<file path="src/rtl/sector_erase_issuer.sv">
module sector_erase_issuer #(
  parameter int AW      = 22,
  parameter int SW      = 6,
  parameter int DEPTH   = 4,
  parameter int T_SU    = 2,
  parameter int T_WP    = 8,
  parameter int T_WH    = 4,
  parameter int T_RD    = 6,
  parameter int GAP_MAX = 8000
) (
  input  logic          clk,
  input  logic          rst_n,
  input  logic          in_valid,
  input  logic [SW-1:0] in_sector,
  input  logic          in_last,
  output logic          in_ready,
  output logic [AW-1:0] fl_addr,
  output logic [7:0]    fl_dq_out,
  output logic          fl_dq_oe,
  input  logic [7:0]    fl_dq_in,
  output logic          fl_ce_n,
  output logic          fl_we_n,
  output logic          fl_oe_n,
  output logic          busy,
  output logic          done,
  output logic          gap_err
);

  localparam int PW      = (DEPTH > 1) ? $clog2(DEPTH) : 1;
  localparam int TW      = $clog2(GAP_MAX + 1) + 1;
  localparam int OW      = AW - SW;
  localparam int GAP_LIM = GAP_MAX - T_SU - T_WP - 1;

  typedef enum logic [2:0] {S_IDLE, S_SU, S_WP, S_WH, S_WAIT, S_RD, S_RG} st_t;

  st_t            st;
  logic [TW-1:0]  tmr, gap_cnt;
  logic [2:0]     step;
  logic [SW-1:0]  cur_sec;
  logic           cur_last, discard, prev_tog, have_prev;

  logic [SW:0]    mem [DEPTH];
  logic [PW-1:0]  wr_ptr, rd_ptr;
  logic [PW:0]    count;
  logic           empty, push, pop, hd_last;
  logic [SW-1:0]  hd_sec;

  assign empty    = (count == '0);
  assign in_ready = (count != (PW+1)'(DEPTH));
  assign push     = in_valid && in_ready;
  assign hd_sec   = mem[rd_ptr][SW-1:0];
  assign hd_last  = mem[rd_ptr][SW];
  assign pop      = (st == S_IDLE && discard && !empty)
                 || (st == S_WH && tmr == '0 && step == 3'd4)
                 || (st == S_WAIT && !empty);

  always_ff @(posedge clk) begin
    if (push) mem[wr_ptr] <= {in_last, in_sector};
  end

  always_ff @(posedge clk) begin
    if (!rst_n) begin
      wr_ptr <= '0;
      rd_ptr <= '0;
      count  <= '0;
    end else begin
      if (push) wr_ptr <= (wr_ptr == PW'(DEPTH-1)) ? '0 : wr_ptr + 1'b1;
      if (pop)  rd_ptr <= (rd_ptr == PW'(DEPTH-1)) ? '0 : rd_ptr + 1'b1;
      case ({push, pop})
        2'b10:   count <= count + 1'b1;
        2'b01:   count <= count - 1'b1;
        default: count <= count;
      endcase
    end
  end

  always_ff @(posedge clk) begin
    if (!rst_n) begin
      st        <= S_IDLE;
      tmr       <= '0;
      gap_cnt   <= '0;
      step      <= '0;
      cur_sec   <= '0;
      cur_last  <= 1'b0;
      discard   <= 1'b0;
      prev_tog  <= 1'b0;
      have_prev <= 1'b0;
      done      <= 1'b0;
      gap_err   <= 1'b0;
    end else begin
      done <= 1'b0;
      if (st == S_WP && tmr == '0)        gap_cnt <= '0;
      else if (gap_cnt != TW'(GAP_MAX))   gap_cnt <= gap_cnt + 1'b1;
      case (st)
        S_IDLE: if (!empty) begin
          if (discard) begin
            if (hd_last) discard <= 1'b0;
          end else begin
            gap_err <= 1'b0;
            step    <= '0;
            st      <= S_SU;
            tmr     <= TW'(T_SU - 1);
          end
        end
        S_SU: if (tmr == '0) begin
          st  <= S_WP;
          tmr <= TW'(T_WP - 1);
        end else tmr <= tmr - 1'b1;
        S_WP: if (tmr == '0) begin
          st  <= S_WH;
          tmr <= TW'(T_WH - 1);
        end else tmr <= tmr - 1'b1;
        S_WH: if (tmr == '0) begin
          if (step != 3'd5) begin
            step <= step + 1'b1;
            st   <= S_SU;
            tmr  <= TW'(T_SU - 1);
            if (step == 3'd4) begin
              cur_sec  <= hd_sec;
              cur_last <= hd_last;
            end
          end else if (cur_last) begin
            st        <= S_RD;
            tmr       <= TW'(T_RD - 1);
            have_prev <= 1'b0;
          end else st <= S_WAIT;
        end else tmr <= tmr - 1'b1;
        S_WAIT: if (!empty) begin
          cur_sec  <= hd_sec;
          cur_last <= hd_last;
          st       <= S_SU;
          tmr      <= TW'(T_SU - 1);
        end else if (gap_cnt >= TW'(GAP_LIM)) begin
          gap_err   <= 1'b1;
          discard   <= 1'b1;
          st        <= S_RD;
          tmr       <= TW'(T_RD - 1);
          have_prev <= 1'b0;
        end
        S_RD: if (tmr == '0) begin
          if (have_prev && fl_dq_in[6] == prev_tog) begin
            st   <= S_IDLE;
            done <= 1'b1;
          end else begin
            prev_tog  <= fl_dq_in[6];
            have_prev <= 1'b1;
            st        <= S_RG;
          end
        end else tmr <= tmr - 1'b1;
        S_RG: begin
          st  <= S_RD;
          tmr <= TW'(T_RD - 1);
        end
        default: st <= S_IDLE;
      endcase
    end
  end

  assign fl_ce_n  = !(st == S_SU || st == S_WP || st == S_RD);
  assign fl_we_n  = (st != S_WP);
  assign fl_oe_n  = (st != S_RD);
  assign fl_dq_oe = (st == S_SU || st == S_WP || st == S_WH);
  assign busy     = (st != S_IDLE);

  always_comb begin
    fl_addr   = {cur_sec, {OW{1'b0}}};
    fl_dq_out = 8'h30;
    if (st != S_RD && st != S_RG) begin
      case (step)
        3'd0, 3'd3: begin fl_addr = AW'(12'h555); fl_dq_out = 8'hAA; end
        3'd1, 3'd4: begin fl_addr = AW'(12'h2AA); fl_dq_out = 8'h55; end
        3'd2:       begin fl_addr = AW'(12'h555); fl_dq_out = 8'h80; end
        default:    ;
      endcase
    end
  end

  logic [TW-1:0] wp_chk, gap_chk;
  logic          in_batch;

  always_ff @(posedge clk) begin
    if (!rst_n) begin
      wp_chk   <= '0;
      gap_chk  <= '0;
      in_batch <= 1'b0;
    end else begin
      wp_chk <= fl_we_n ? '0 : wp_chk + 1'b1;
      if (fl_we_n && wp_chk != '0)           gap_chk <= '0;
      else if (gap_chk != TW'(GAP_MAX + 1))  gap_chk <= gap_chk + 1'b1;
      if (!fl_oe_n)                          in_batch <= 1'b0;
      else if (fl_we_n && wp_chk != '0)      in_batch <= 1'b1;
    end
  end


  no_strobe_clash_chk: assert property (@(posedge clk) disable iff (!rst_n)
    !(!fl_we_n && !fl_oe_n));

  we_inside_ce_chk: assert property (@(posedge clk) disable iff (!rst_n)
    !fl_we_n |-> !fl_ce_n);

  addr_hold_chk: assert property (@(posedge clk) disable iff (!rst_n)
    !fl_we_n |-> ($stable(fl_addr) && $stable(fl_dq_out)));

  pulse_width_chk: assert property (@(posedge clk) disable iff (!rst_n)
    (fl_we_n && wp_chk != '0) |-> (wp_chk == TW'(T_WP)));

  gap_window_chk: assert property (@(posedge clk) disable iff (!rst_n)
    (fl_we_n && wp_chk != '0 && in_batch) |-> (gap_chk < TW'(GAP_MAX)));

  done_pulse_chk: assert property (@(posedge clk) disable iff (!rst_n)
    done |=> !done);

endmodule

</file>
<file path="config.mk">
export PLATFORM = sky130hd
export DESIGN_NAME = sector_erase_issuer
export DESIGN_NICKNAME = d
export VERILOG_FILES = /design/src/rtl/sector_erase_issuer.sv
export SDC_FILE = /design/constraint.sdc
export NUM_CORES = 1
export LEC_CHECK = 0
export ABC_CLOCK_PERIOD_IN_PS = 10400
export BUFFER_PORTS_ARGS = -buffer_cell sky130_fd_sc_hd__buf_2
export CAP_MARGIN = 20
export CELL_PAD_IN_SITES_DETAIL_PLACEMENT = 0
export CELL_PAD_IN_SITES_GLOBAL_PLACEMENT = 1
export CORE_MARGIN = 10
export CORE_UTILIZATION = 30
export CTS_BUF_LIST = sky130_fd_sc_hd__clkbuf_8
export DETAILED_ROUTE_END_ITERATION = 8
export PLACE_DENSITY = 0.54
export SYNTH_ARGS = -nofsm -noshare
export SYNTH_HDL_FRONTEND = slang
export SYNTH_SLANG_ARGS = --single-unit
</file>
<file path="constraint.sdc">
create_clock -name clk -period 10.4 [get_ports clk]
set_clock_uncertainty 0.15 [all_clocks]
set_input_delay 0.52 -clock clk [delete_from_list [all_inputs] [get_ports clk]]
set_output_delay 0.52 -clock clk [all_outputs]
set_load 0.05 [all_outputs]
</file>
Word level (Yosys, flattened, before mapping):

Memory sizes are Yosys's and may differ from the RTL's. A register that Yosys moved wholly into a read port is not among the register bits.
Cells that the tools add are included.

* register bits after elaboration: 53
* memories: 1
* bits in latches: 0
* output and inout port bits: 38
* logic and storage cells: 170
* ROM bits: 0
* memory bits (writable): 28

Memories
* mem: words 4, bits a word 7, read ports 1, clocked after memory_dff 1, wr ports 1, RTL line 42 `logic [SW:0] mem [DEPTH];`

* shift-type cells: 0
* order comparisons: 1
* div/mod/pow operators: 0
* add/sub/neg operators: 7
* reduce and logical (&&, ||, !) cells: 40
* mux-type cells: 67
* bitwise gates (word level): 2
* eq/ne operators: 38
* $mul: 0

Operators with widths (count)
* 14-bit 2-to-1 mux: 10
* 14-bit one-hot mux with 7 select lines: 1
* 22-bit one-hot mux with 2 select lines: 1
* 3-bit 2-to-1 mux: 14
* 6-bit 2-to-1 mux: 4
* 8-bit one-hot mux with 3 select lines: 1
* 1-bit 2-to-1 mux: 22
* 22-bit 2-to-1 mux: 1
* 2-bit != test (second input constant): 11
* 3-bit one-hot mux with 7 select lines: 1
* 5-bit AND reduction: 3
* 14-bit by 1-bit adder with 14-bit output (second input constant): 1
* 14-bit by 13-bit >= comparator with 1-bit output (second input constant): 1
* 14-bit logical NOT: 1
* 14-bit by 13-bit != test with 1-bit output (second input constant): 1
* 14-bit by 1-bit subtractor with 14-bit output (second input constant): 1
* 3-bit by 2-bit == test with 1-bit output (second input constant): 4
* 3-bit == test (second input constant): 4
* 3-bit != test (second input constant): 4
* 3-bit one-hot mux with 2 select lines: 2
* 6-bit one-hot mux with 2 select lines: 1
* 1-bit logical AND: 9
* 3-bit logical NOT: 3
* 2-bit 2-to-1 mux: 4
* 26 further kinds: 50

Depth between registers and ports, before layout:

Gate-level depths: netlist of run 1.

* depth after elaboration: 7
* mapped depth: 13
* depth with buffers taken out: 12

Least setup slack after synthesis of run 1:

No wires, ideal clock.

* kind: register -> register
* start: register tmr[7]
* end: register count[2]
* cell stages (with the launch flop): 13
* path slack: 7.073 ns
* library setup time: 0.070 ns
* data arrival time: 3.107 ns
* path buffers: 2
* cells stage by stage: dfxtp_1 -> or4_1 -> buf_2 -> or4_1 -> buf_2 -> o32a_1 -> inv_1 -> ha_1 -> inv_1 -> fa_1 -> xor2_1 -> or3_1 -> a21oi_1

* cells in the longest elaborated chain, start to end: 7
* elaborated cells between the ends (all ways): 9

Ends and longest elaborated chain
* start: declaration: RTL line 37 `logic [TW-1:0] tmr, gap_cnt;`
* start signal: assignment: RTL line 102 `tmr <= TW'(T_SU - 1);`
* start signal: assignment: RTL line 107 `tmr <= TW'(T_WP - 1);`
* start signal: assignment: RTL line 108 `end else tmr <= tmr - 1'b1;`
* 14-bit logical NOT (*): RTL line 54 `|| (st == S_WH && tmr == '0 && step == 3'd4)`
* 1-bit logical AND (*) (2 in series): RTL line 54
* 1-bit logical OR (*): RTL line 54
* 1-bit logical OR (*): RTL line 55 `|| (st == S_WAIT && !empty);`
* 2-bit by 1-bit == test with 1-bit output or 2-bit == test (tied branches): RTL line 69 `case ({push, pop})`
* 3-bit one-hot mux with 2 select lines or 2-bit nonzero test (tied branches)
* end signal: assignment: RTL line 70 `2'b10: count <= count + 1'b1;`
* end signal: assignment: RTL line 71 `2'b01: count <= count - 1'b1;`
* end signal: assignment: RTL line 72 `default: count <= count;`
* end: declaration: RTL line 44 `logic [PW:0] count;`

Mark *: on every way between the ends. The rest lies on a longest branch, timed or not.
A chain may end at the register's enable or synchronous reset.

Worst setup path after layout of run 1:

Ends and elaborated chain as after synthesis.

==> results.sh, run 1 <==
export IMPL_end_kind="flip-flop"
export IMPL_cts_sinks=83
export IMPL_clk_latency_ns=0.37
export IMPL_relSlewSlack=0.314
export IMPL_slew_violations=0
export IMPL_die_h_um=140
export IMPL_cp_top_family="simple AND/OR/NAND/NOR gates"
export IMPL_vias=3296
export IMPL_gp_congestion=0.734
export IMPL_hold_worst_slack_ns=0.204
export IMPL_crit_type="flip-flop to flip-flop"
export IMPL_netlist_area_um2=4320
export IMPL_synth_edf_count=28
export IMPL_hold_depth=1
export IMPL_cts_tree="done"
export IMPL_grt_pass1_wl_um=17200
export IMPL_syn_to_final_growth_pct=10.9
export IMPL_hold_path_class="primary input to flip-flop"
export IMPL_cp_arrival_ns=3.76
export IMPL_first_iter_violations=175
export IMPL_fillers=1487
export IMPL_power_density_nw_per_um2=243
export IMPL_nets=509
export IMPL_cts_buffers=9
export IMPL_max_slew_worst_pin_slew_ns=1.03
export IMPL_post_cts_buffers=0
export IMPL_dr_pass1_iters=4
export IMPL_synthArstFlopShare=0
export IMPL_ctsResizeCount=0
export IMPL_maxCapViolCount=0
export IMPL_synth_cell_types=59
export IMPL_worstPathMaxFanout=7
export IMPL_yosysWarnings=0
export IMPL_clkSlewWorstSetupHoldPaths_ns=0.10
export IMPL_clock_path_buffers=2
export IMPL_grt_max_degree=30
export IMPL_drive_gt1_frac=0.165
export IMPL_coreArea_um2=14000
export IMPL_crit_chain="or4_1 > or4_1 > o32a_1 > inv_1 > ha_1 > inv_1 > fa_1 > xor2_1 > or3_1 > a21oi_1"
export IMPL_finalCriticalPeriod_ns=3.61
export IMPL_io_buffers=43
export IMPL_required_ns=10.54
export IMPL_antenna_cells=0
export IMPL_layout_common_cells="dfxtp_1, nor2_1, buf_2"
export IMPL_syn_inst=449
export IMPL_total_leakage_power_nw=1.75
export IMPL_drc_errors=0
export IMPL_instances_no_fill=659
export IMPL_rows=43
export IMPL_use_met1=0.131
export IMPL_crit_buf_inv=2
export IMPL_use_met2=0.175
export IMPL_final_common_cell="dfxtp_1"
export IMPL_rsz0062_at_grt="no"
export IMPL_ys_seq_elements=83
export IMPL_ys_seq_area_frac=0.450
export IMPL_htreeDepth=3
export IMPL_grt_pass1_vias=3288
export IMPL_timing_final_crit_share=0.347
export IMPL_path_depth=10
export IMPL_grtUsageTotal=0.106
export IMPL_die_w_um=140
export IMPL_critPathLaunchType="flip-flop"
export IMPL_placedCellCount=643
export IMPL_dieArea_um2=19600
export IMPL_dp_hpwl_um=7640
export IMPL_routed_wl_um=10500
export IMPL_max_freq_mhz=277
export IMPL_final_antenna_net_count=0
export IMPL_critPathSlowestCell="or4_1"
export IMPL_r2r_cells=10
export IMPL_ctsHoldBuffers=0
export IMPL_use_met3=0.0274
export IMPL_status="completed"
export IMPL_hold_violations=0
export IMPL_grt_ovfl_total=0
export IMPL_synth_flop_cell="dfxtp_1"
export IMPL_max_stage_delay_ns=0.65
export IMPL_tns_ns=0
export IMPL_irDropWorstVdd_v=0.000108
export IMPL_busiest_layer="met2"
export IMPL_initial_utilization=0.308
export IMPL_syn_avg_cell_area_um2=9.61
export IMPL_final_setup_viol_count=0
export IMPL_wl_per_cell_um=16.0
export IMPL_ios=56
export IMPL_antenna_found_initial=0
export IMPL_via_per_inst=5.00
export IMPL_ctsRootBufferMaster="clkbuf_8"
[cells in the mapped netlist (6+ instances only)]
cell | instances | area, um2
or3_1 | 10 | 62.6
mux4_2 | 7 | 158
o21ai_0 | 22 | 110
a21oi_1 | 28 | 140
xor2_1 | 8 | 70.1
nor3_1 | 13 | 65.1
buf_4 | 17 | 128
nand2b_1 | 7 | 43.8
and2_1 | 9 | 56.3
mux2i_1 | 12 | 120
xnor2_1 | 6 | 52.6
nand3_1 | 13 | 65.1
nor2_1 | 48 | 180
inv_1 | 18 | 67.6
or4_1 | 6 | 45.0
clkbuf_1 | 13 | 48.8
ha_1 | 16 | 200
nor2b_1 | 6 | 37.5
nand2_1 | 31 | 116
dfxtp_1 | 55 | 1100
edfxtp_1 | 28 | 841
[cell families (layout without fill, tap and decap cells)]
logic type,count (synthesis),after routing,share of synthesized area
flops,83,83,0.450
buf+inv,54,80,0.0626
other cells,1,5,0.000869
mux,21,21,0.0696
fa+ha+maj,17,17,0.0510
simple gates,167,167,0.197
compound gates,92,92,0.140
xor+xnor,14,14,0.0284
[metal layers]
layer	share of wire	up-vias	wire length [um]
li1	-	1653	-
met1	0.47	1596	4910
met2	0.49	35	5180
met3	0.029	12	309
met4	0.013	0	132
met5	0	-	0
[per-stage QoR]
stage          utilization  area [um2]  worst slack [ns]  power, W
4_1_cts              0.342        4790              6.77   0.00118
3_3_place_gp         0.328        4590              6.82  0.000935
3_5_place_dp         0.328        4590              6.81  0.000935
6_report             0.342        4790              6.79   0.00116
5_1_grt              0.342        4790              6.59   0.00125
2_1_floorplan            -        4330              7.07  0.000790
[worst register-to-register path: cells and delay by family (launching register included)]
family	cells	cell delay, ns
AND/OR/NAND/NOR	3	1.56
buffers and inverters	2	0.14
adder cells (fa/ha/maj)	2	0.54
flip-flops	1	0.38
XOR/XNOR	1	0.17
AO/OA/AOI/OAI	2	0.60
[flip-flops by register name (all words and copies together), names as in the netlist, named ones only]
name and flops:
gap_cnt 14, prev_tog 1, mem 28, wr_ptr 2, have_prev 1, count 3, tmr 14, cur_sec 6
cur_last 1, discard 1, done 1, st 3, gap_err 1, rd_ptr 2, step 3
[final timing paths]
| kind | slack, ns | from | endpoint |
|---|---|---|---|
| max | 6.79 | tmr[7] | count[2] |
| min | 0.20 | in_sector[4] | mem[3][4] |
| max reg2reg | 6.79 | tmr[7] | count[2] |
| min reg2reg | 0.33 | tmr[10] | tmr[10] |
[layout make-up]
cell class                      count  area [um2]  share of cell area
Multi-Input combinational cell    316        2120               0.443
Tap cell                          180         225              0.0471
Timing Repair Buffer               46         238              0.0497
Clock buffer                        9         124              0.0259
Sequential cell                    83        1940               0.406
Inverter                           18        67.6              0.0141
Clock inverter                      7        71.3              0.0149
[power by group]
part           internal (W)  switching, W
registers          0.000365     0.0000434
logic              0.000154      0.000363
clock network     0.0000957      0.000142
(Power assumes the default switching activity.)
==> inputs of run 2 (changes only) <==
- ABC_CLOCK_PERIOD_IN_PS: 10400 -> 2900
- PLACE_DENSITY: 0.54 -> 0.56
- clock period: 10.4 -> 2.9 ns (I/O delays scaled with it)
==> run 2 against run 1 <==
Net effect:
- the run now ends with negative setup slack left
- setup slack lost 7.0 ns
- fmax grew 16%
- critical path depth unchanged
- combinational power rose to 4.5 times the previous value
- sequential power grew to 3.4 times the previous value
- critical endpoint unchanged
==> results.sh, run 2 (synthesized netlist as in run 1, its figures left out) <==
export IMPL_antenna_found_initial=0
export IMPL_instances_no_fill=698
export IMPL_critPathLaunchType="flip-flop"
export IMPL_maxCapViolCount=0
export IMPL_timing_final_crit_share=1.08
export IMPL_max_freq_mhz=320
export IMPL_final_setup_viol_count=1
export IMPL_die_w_um=140
export IMPL_status="finished with violations"
export IMPL_cts_buffers=9
export IMPL_gp_congestion=0.764
export IMPL_first_iter_violations=164
export IMPL_dp_hpwl_um=7850
export IMPL_cp_arrival_ns=3.27
export IMPL_rows=43
export IMPL_relSlewSlack=0.304
export IMPL_crit_path_frequent_cell="or4_4"
export IMPL_io_buffers=43
export IMPL_antenna_cells=0
export IMPL_hold_worst_slack_ns=0.0326
export IMPL_htreeDepth=3
export IMPL_largest_reg_flops=28
export IMPL_coreArea_um2=14000
export IMPL_slew_violations=0
export IMPL_final_antenna_net_count=0
export IMPL_required_ns=3.05
export IMPL_grt_pass1_vias=3506
export IMPL_crit_type="flip-flop to flip-flop"
export IMPL_ios=56
export IMPL_cts_sinks=83
export IMPL_syn_to_final_growth_pct=18.6
export IMPL_grt_max_degree=30
export IMPL_initial_utilization=0.308
export IMPL_grt_pass1_wl_um=18200
export IMPL_nets=548
export IMPL_clock_path_buffers=2
export IMPL_worstPathMaxFanout=2
export IMPL_placedCellCount=674
export IMPL_cts_tree="done"
export IMPL_reg_top3="mem x28, gap_cnt x14, tmr x14"
export IMPL_max_slew_worst_pin_slew_ns=1.04
export IMPL_dieArea_um2=19600
export IMPL_total_leakage_power_nw=1.94
export IMPL_drc_errors=0
export IMPL_vias=3397
export IMPL_drive_gt1_frac=0.224
export IMPL_hold_path_class="primary input to flip-flop"
export IMPL_power_density_nw_per_um2=892
export IMPL_ctsRootBufferMaster="clkbuf_8"
export IMPL_clk_latency_ns=0.38
export IMPL_crit_chain="or4_4 > or4_4 > o32a_1 > inv_1 > ha_2 > inv_2 > fa_1 > xor2_1 > or3_1 > a21oi_1"
export IMPL_dpl_worst_slack_ns=-0.253
export IMPL_rsz0062_at_grt="yes"
export IMPL_clkSlewWorstSetupHoldPaths_ns=0.09
export IMPL_violations="negative setup slack"
export IMPL_irDropWorstVdd_v=0.000311
export IMPL_end_kind="flip-flop"
export IMPL_routed_wl_um=10800
export IMPL_die_h_um=140
export IMPL_layout_common_cells="dfxtp_1, nor2_1, buf_2"
export IMPL_critPathSlowestCell="or4_4"
export IMPL_dr_pass1_iters=4
export IMPL_max_stage_delay_ns=0.54
export IMPL_wl_per_cell_um=15.4
export IMPL_setup_ws_ns=-0.222
export IMPL_final_common_cell="dfxtp_1"
export IMPL_via_per_inst=4.87
export IMPL_largest_register="mem"
export IMPL_grt_ovfl_total=0
export IMPL_finalCriticalPeriod_ns=3.12
export IMPL_tns_ns=-0.222
export IMPL_grtUsageTotal=0.113
export IMPL_hold_violations=0
## run 2: changes by cell type in the layout (fill, tap and decap cells not counted), sizes merged
| cell | previous run | this run |
|---|---|---|
| inv | 24 | 23 |
| buf | 46 | 77 |
| dlygate4sd3 | 0 | 8 |
| clkinv | 1 | 2 |
## run 2: worst paths after layout
check	start	end	slack, ns	cells past startpoint
worst min-delay path	in_valid	wr_ptr[0]	0.03	4
worst max register to register	tmr[7]	count[2]	-0.22	10
worst max-delay path	tmr[7]	count[2]	-0.22	10
worst min register to register	tmr[10]	tmr[10]	0.33	2
## run 2: critical path: cells and delay by family (launching register included)
kind / cells / cell delay (ns)
buf+inv: 2 / 0.11
compound gates: 2 / 0.46
xor+xnor: 1 / 0.17
flops: 1 / 0.33
simple gates: 3 / 1.29
fa+ha+maj: 2 / 0.54
## run 2: layout make-up
| type | instances | area (um2) |
|---|---|---|
| Multi-Input combinational cell | 316 | 2130 |
| Clock inverter | 7 | 73.8 |
| Tap cell | 180 | 225 |
| Fill cell | 1409 | 8870 |
| Timing Repair Buffer | 85 | 551 |
| Inverter | 18 | 67.6 |
| Sequential cell | 83 | 1940 |
| Clock buffer | 9 | 124 |
## run 2: power by group
group	internal, W	leakage (nW)	switching, W	total, W
sequential	0.00131	0.702	0.0000774	0.00139
clock	0.000341	0.101	0.000499	0.000839
combinational	0.000861	1.13	0.00148	0.00234
## run 2: layer usage
layer  global-route usage  wire [um]
met5                    0          0
met4               0.0359        121
met3               0.0287        270
met2                0.192       5320
met1                0.136       5050
## run 2: what timing repair did
action | CTS | global route
pin swaps | 0 | 1
hold buffers | 8 | 0
hold endpoints to repair | 29 | 0
gates resized for setup | 2 | 3
setup buffers | 0 | 0
endpoints found under the setup margin | 2 | 2
## run 2: stage by stage
stage                     total power (W)  utilization  area [um2]
final                             0.00456        0.366        5120
after global routing              0.00490        0.366        5120
after CTS                         0.00460        0.365        5110
after detailed placement          0.00369        0.345        4830
after global placement            0.00369        0.345        4830
after floorplan                   0.00283            -        4330
==> inputs of run 3 (changes only) <==
- CORE_UTILIZATION: 30 -> 32
- PLACE_DENSITY: 0.56 -> 0.6
==> run 3 against run 2 <==
Net effect:
- the flow still finishes with violations (negative setup slack)
- clock power grew 0.6%
- non-clock buffer count fell by 2
- largest cell class unchanged
- highest routed layer unchanged
- via count unchanged
==> results.sh, run 3 (synthesized netlist as in run 1, its figures left out) <==
export IMPL_critPathLaunchType="flip-flop"
export IMPL_use_met1=0.143
export IMPL_cts_tree="done"
export IMPL_initial_utilization=0.326
export IMPL_whs_endpoint="st[0]"
export IMPL_hold_path_class="primary input to flip-flop"
export IMPL_hold_depth=3
export IMPL_dr_pass1_iters=4
export IMPL_busiest_layer="met2"
export IMPL_grt_pass1_wl_um=17300
export IMPL_via_per_inst=4.91
export IMPL_io_buffers=43
export IMPL_use_met2=0.197
export IMPL_min_from="rst_n"
export IMPL_rsz0062_at_grt="yes"
export IMPL_power_w=0.00449
export IMPL_max_freq_mhz=324
export IMPL_maxCapViolCount=0
export IMPL_end_kind="flip-flop"
export IMPL_critPathSlowestCell="or4_4"
export IMPL_final_antenna_net_count=0
export IMPL_largest_register="mem"
export IMPL_crit_chain="or4_4 > or4_4 > o32a_1 > inv_2 > ha_4 > inv_2 > fa_2 > xor2_1 > or3_1 > a21oi_2"
export IMPL_gp_congestion=0.763
export IMPL_reg2reg_slack_ns=-0.18
export IMPL_final_setup_viol_count=2
export IMPL_final_common_cell="dfxtp_1"
export IMPL_r2r_start="tmr[7]"
export IMPL_die_h_um=136
export IMPL_antenna_cells=0
export IMPL_r2r_cells=10
export IMPL_nets=546
export IMPL_rows=42
export IMPL_clock_path_buffers=2
export IMPL_largest_reg_flops=28
export IMPL_worstPathMaxFanout=2
export IMPL_grt_pass1_vias=3378
export IMPL_drc_errors=0
export IMPL_cts_sinks=83
export IMPL_max_slew_worst_pin_slew_ns=1.06
export IMPL_drive_gt1_frac=0.225
export IMPL_setup_ws_ns=-0.183
export IMPL_cp_arrival_ns=3.24
export IMPL_cts_buffers=9
export IMPL_use_met3=0.0214
export IMPL_irDropWorstVdd_v=0.000407
export IMPL_dieArea_um2=18500
export IMPL_multi_input_area_um2=2150
export IMPL_die_w_um=136
export IMPL_crit_type="flip-flop to flip-flop"
export IMPL_vias=3397
export IMPL_ff_latch_area_um2=1940
export IMPL_finalCriticalPeriod_ns=3.08
export IMPL_antenna_found_initial=0
export IMPL_dpl_worst_slack_ns=-0.284
export IMPL_routed_wl_um=10600
export IMPL_fillers=1374
export IMPL_grt_max_degree=30
export IMPL_violations="negative setup slack"
export IMPL_reg_top3="mem x28, gap_cnt x14, tmr x14"
export IMPL_max_stage_delay_ns=0.54
export IMPL_coreArea_um2=13200
export IMPL_clkSlewWorstSetupHoldPaths_ns=0.10
export IMPL_total_leakage_power_nw=1.92
export IMPL_first_iter_violations=199
export IMPL_power_density_nw_per_um2=879
export IMPL_required_ns=3.06
export IMPL_htreeDepth=3
export IMPL_relSlewSlack=0.290
export IMPL_dp_hpwl_um=7740
export IMPL_syn_to_final_growth_pct=18.5
export IMPL_ctsRootBufferMaster="clkbuf_8"
export IMPL_grt_ovfl_total=0
export IMPL_status="finished with violations"
export IMPL_wl_per_cell_um=15.3
export IMPL_grtUsageTotal=0.117
export IMPL_layout_common_cells="dfxtp_1, nor2_1, buf_2"
export IMPL_clk_latency_ns=0.38
export IMPL_r2r_end="count[2]"
export IMPL_post_route_util=0.386
export IMPL_slew_violations=0
export IMPL_ios=56
export IMPL_timing_final_crit_share=1.06
export IMPL_hold_violations=0
-- run 3: cell types whose count changed in the layout (fill, tap and decap cells not counted), sizes merged --
| cell | delta |
|---|---|
| buf | -3 |
| clkinv | -1 |
| dlygate4sd3 | +1 |
| inv | +1 |
-- run 3: worst max-delay path by stage --
stage                start        to
finish              tmr[7]  count[2]
CTS                 tmr[7]  count[2]
floorplan           tmr[7]  count[2]
detailed placement  tmr[7]  count[2]
global placement    tmr[7]  count[2]
global route        tmr[7]  count[2]
-- run 3: where the power goes --
part           internal [W]  leakage [nW]  switching, W
combinational      0.000837          1.12       0.00143
sequential          0.00131         0.702     0.0000791
clock              0.000342         0.102      0.000502
total               0.00249          1.92       0.00201
-- run 3: per-layer routing --
| metal | vias up | share of wire |
|---|---|---|
| li1 | 1731 | - |
| met1 | 1619 | 0.47 |
| met2 | 37 | 0.49 |
| met3 | 10 | 0.024 |
| met4 | 0 | 0.018 |
| met5 | - | 0 |
-- run 3: per-stage QoR --
| step | std cells | cell area, um2 | TNS [ns] | hold slack [ns] |
|---|---|---|---|---|
| 2_1_floorplan | 453 | 4330 | -0.522 | 0.0939 |
| 3_3_place_gp | 666 | 4790 | -0.224 | 0.207 |
| 3_5_place_dp | 666 | 4790 | -0.314 | 0.212 |
| 4_1_cts | 691 | 5080 | -0.247 | 0.0699 |
| 5_1_grt | 692 | 5110 | -0.382 | 0.0954 |
| 6_report | 692 | 5110 | -0.201 | 0.0876 |
-- run 3: timing repair --
item,CTS,global route
pin swaps,0,2
hold endpoints to repair,30,0
endpoints found under the setup margin,2,2
buffers inserted,0,1
gates resized for setup,2,7
hold buffers,9,0
-- run 3: final cells by class --
cell class / count / share of cell area
tap: 176 / 0.0431
clock buffer: 9 / 0.0242
multi-input combinational: 316 / 0.420
timing repair buffer: 83 / 0.105
inverter: 18 / 0.0132
sequential: 83 / 0.380
clock inverter: 7 / 0.0140
-- run 3: worst max-delay path, delay by kind of cell, from the launching register on --
kind	cells	cell delay, ns
and+or+nand+nor	3	1.31
buffers and inverters	2	0.11
DFF	1	0.33
xor gates and xnor gates	1	0.17
AOI/OAI and AO/OA	2	0.50
adders and majority gates	2	0.45
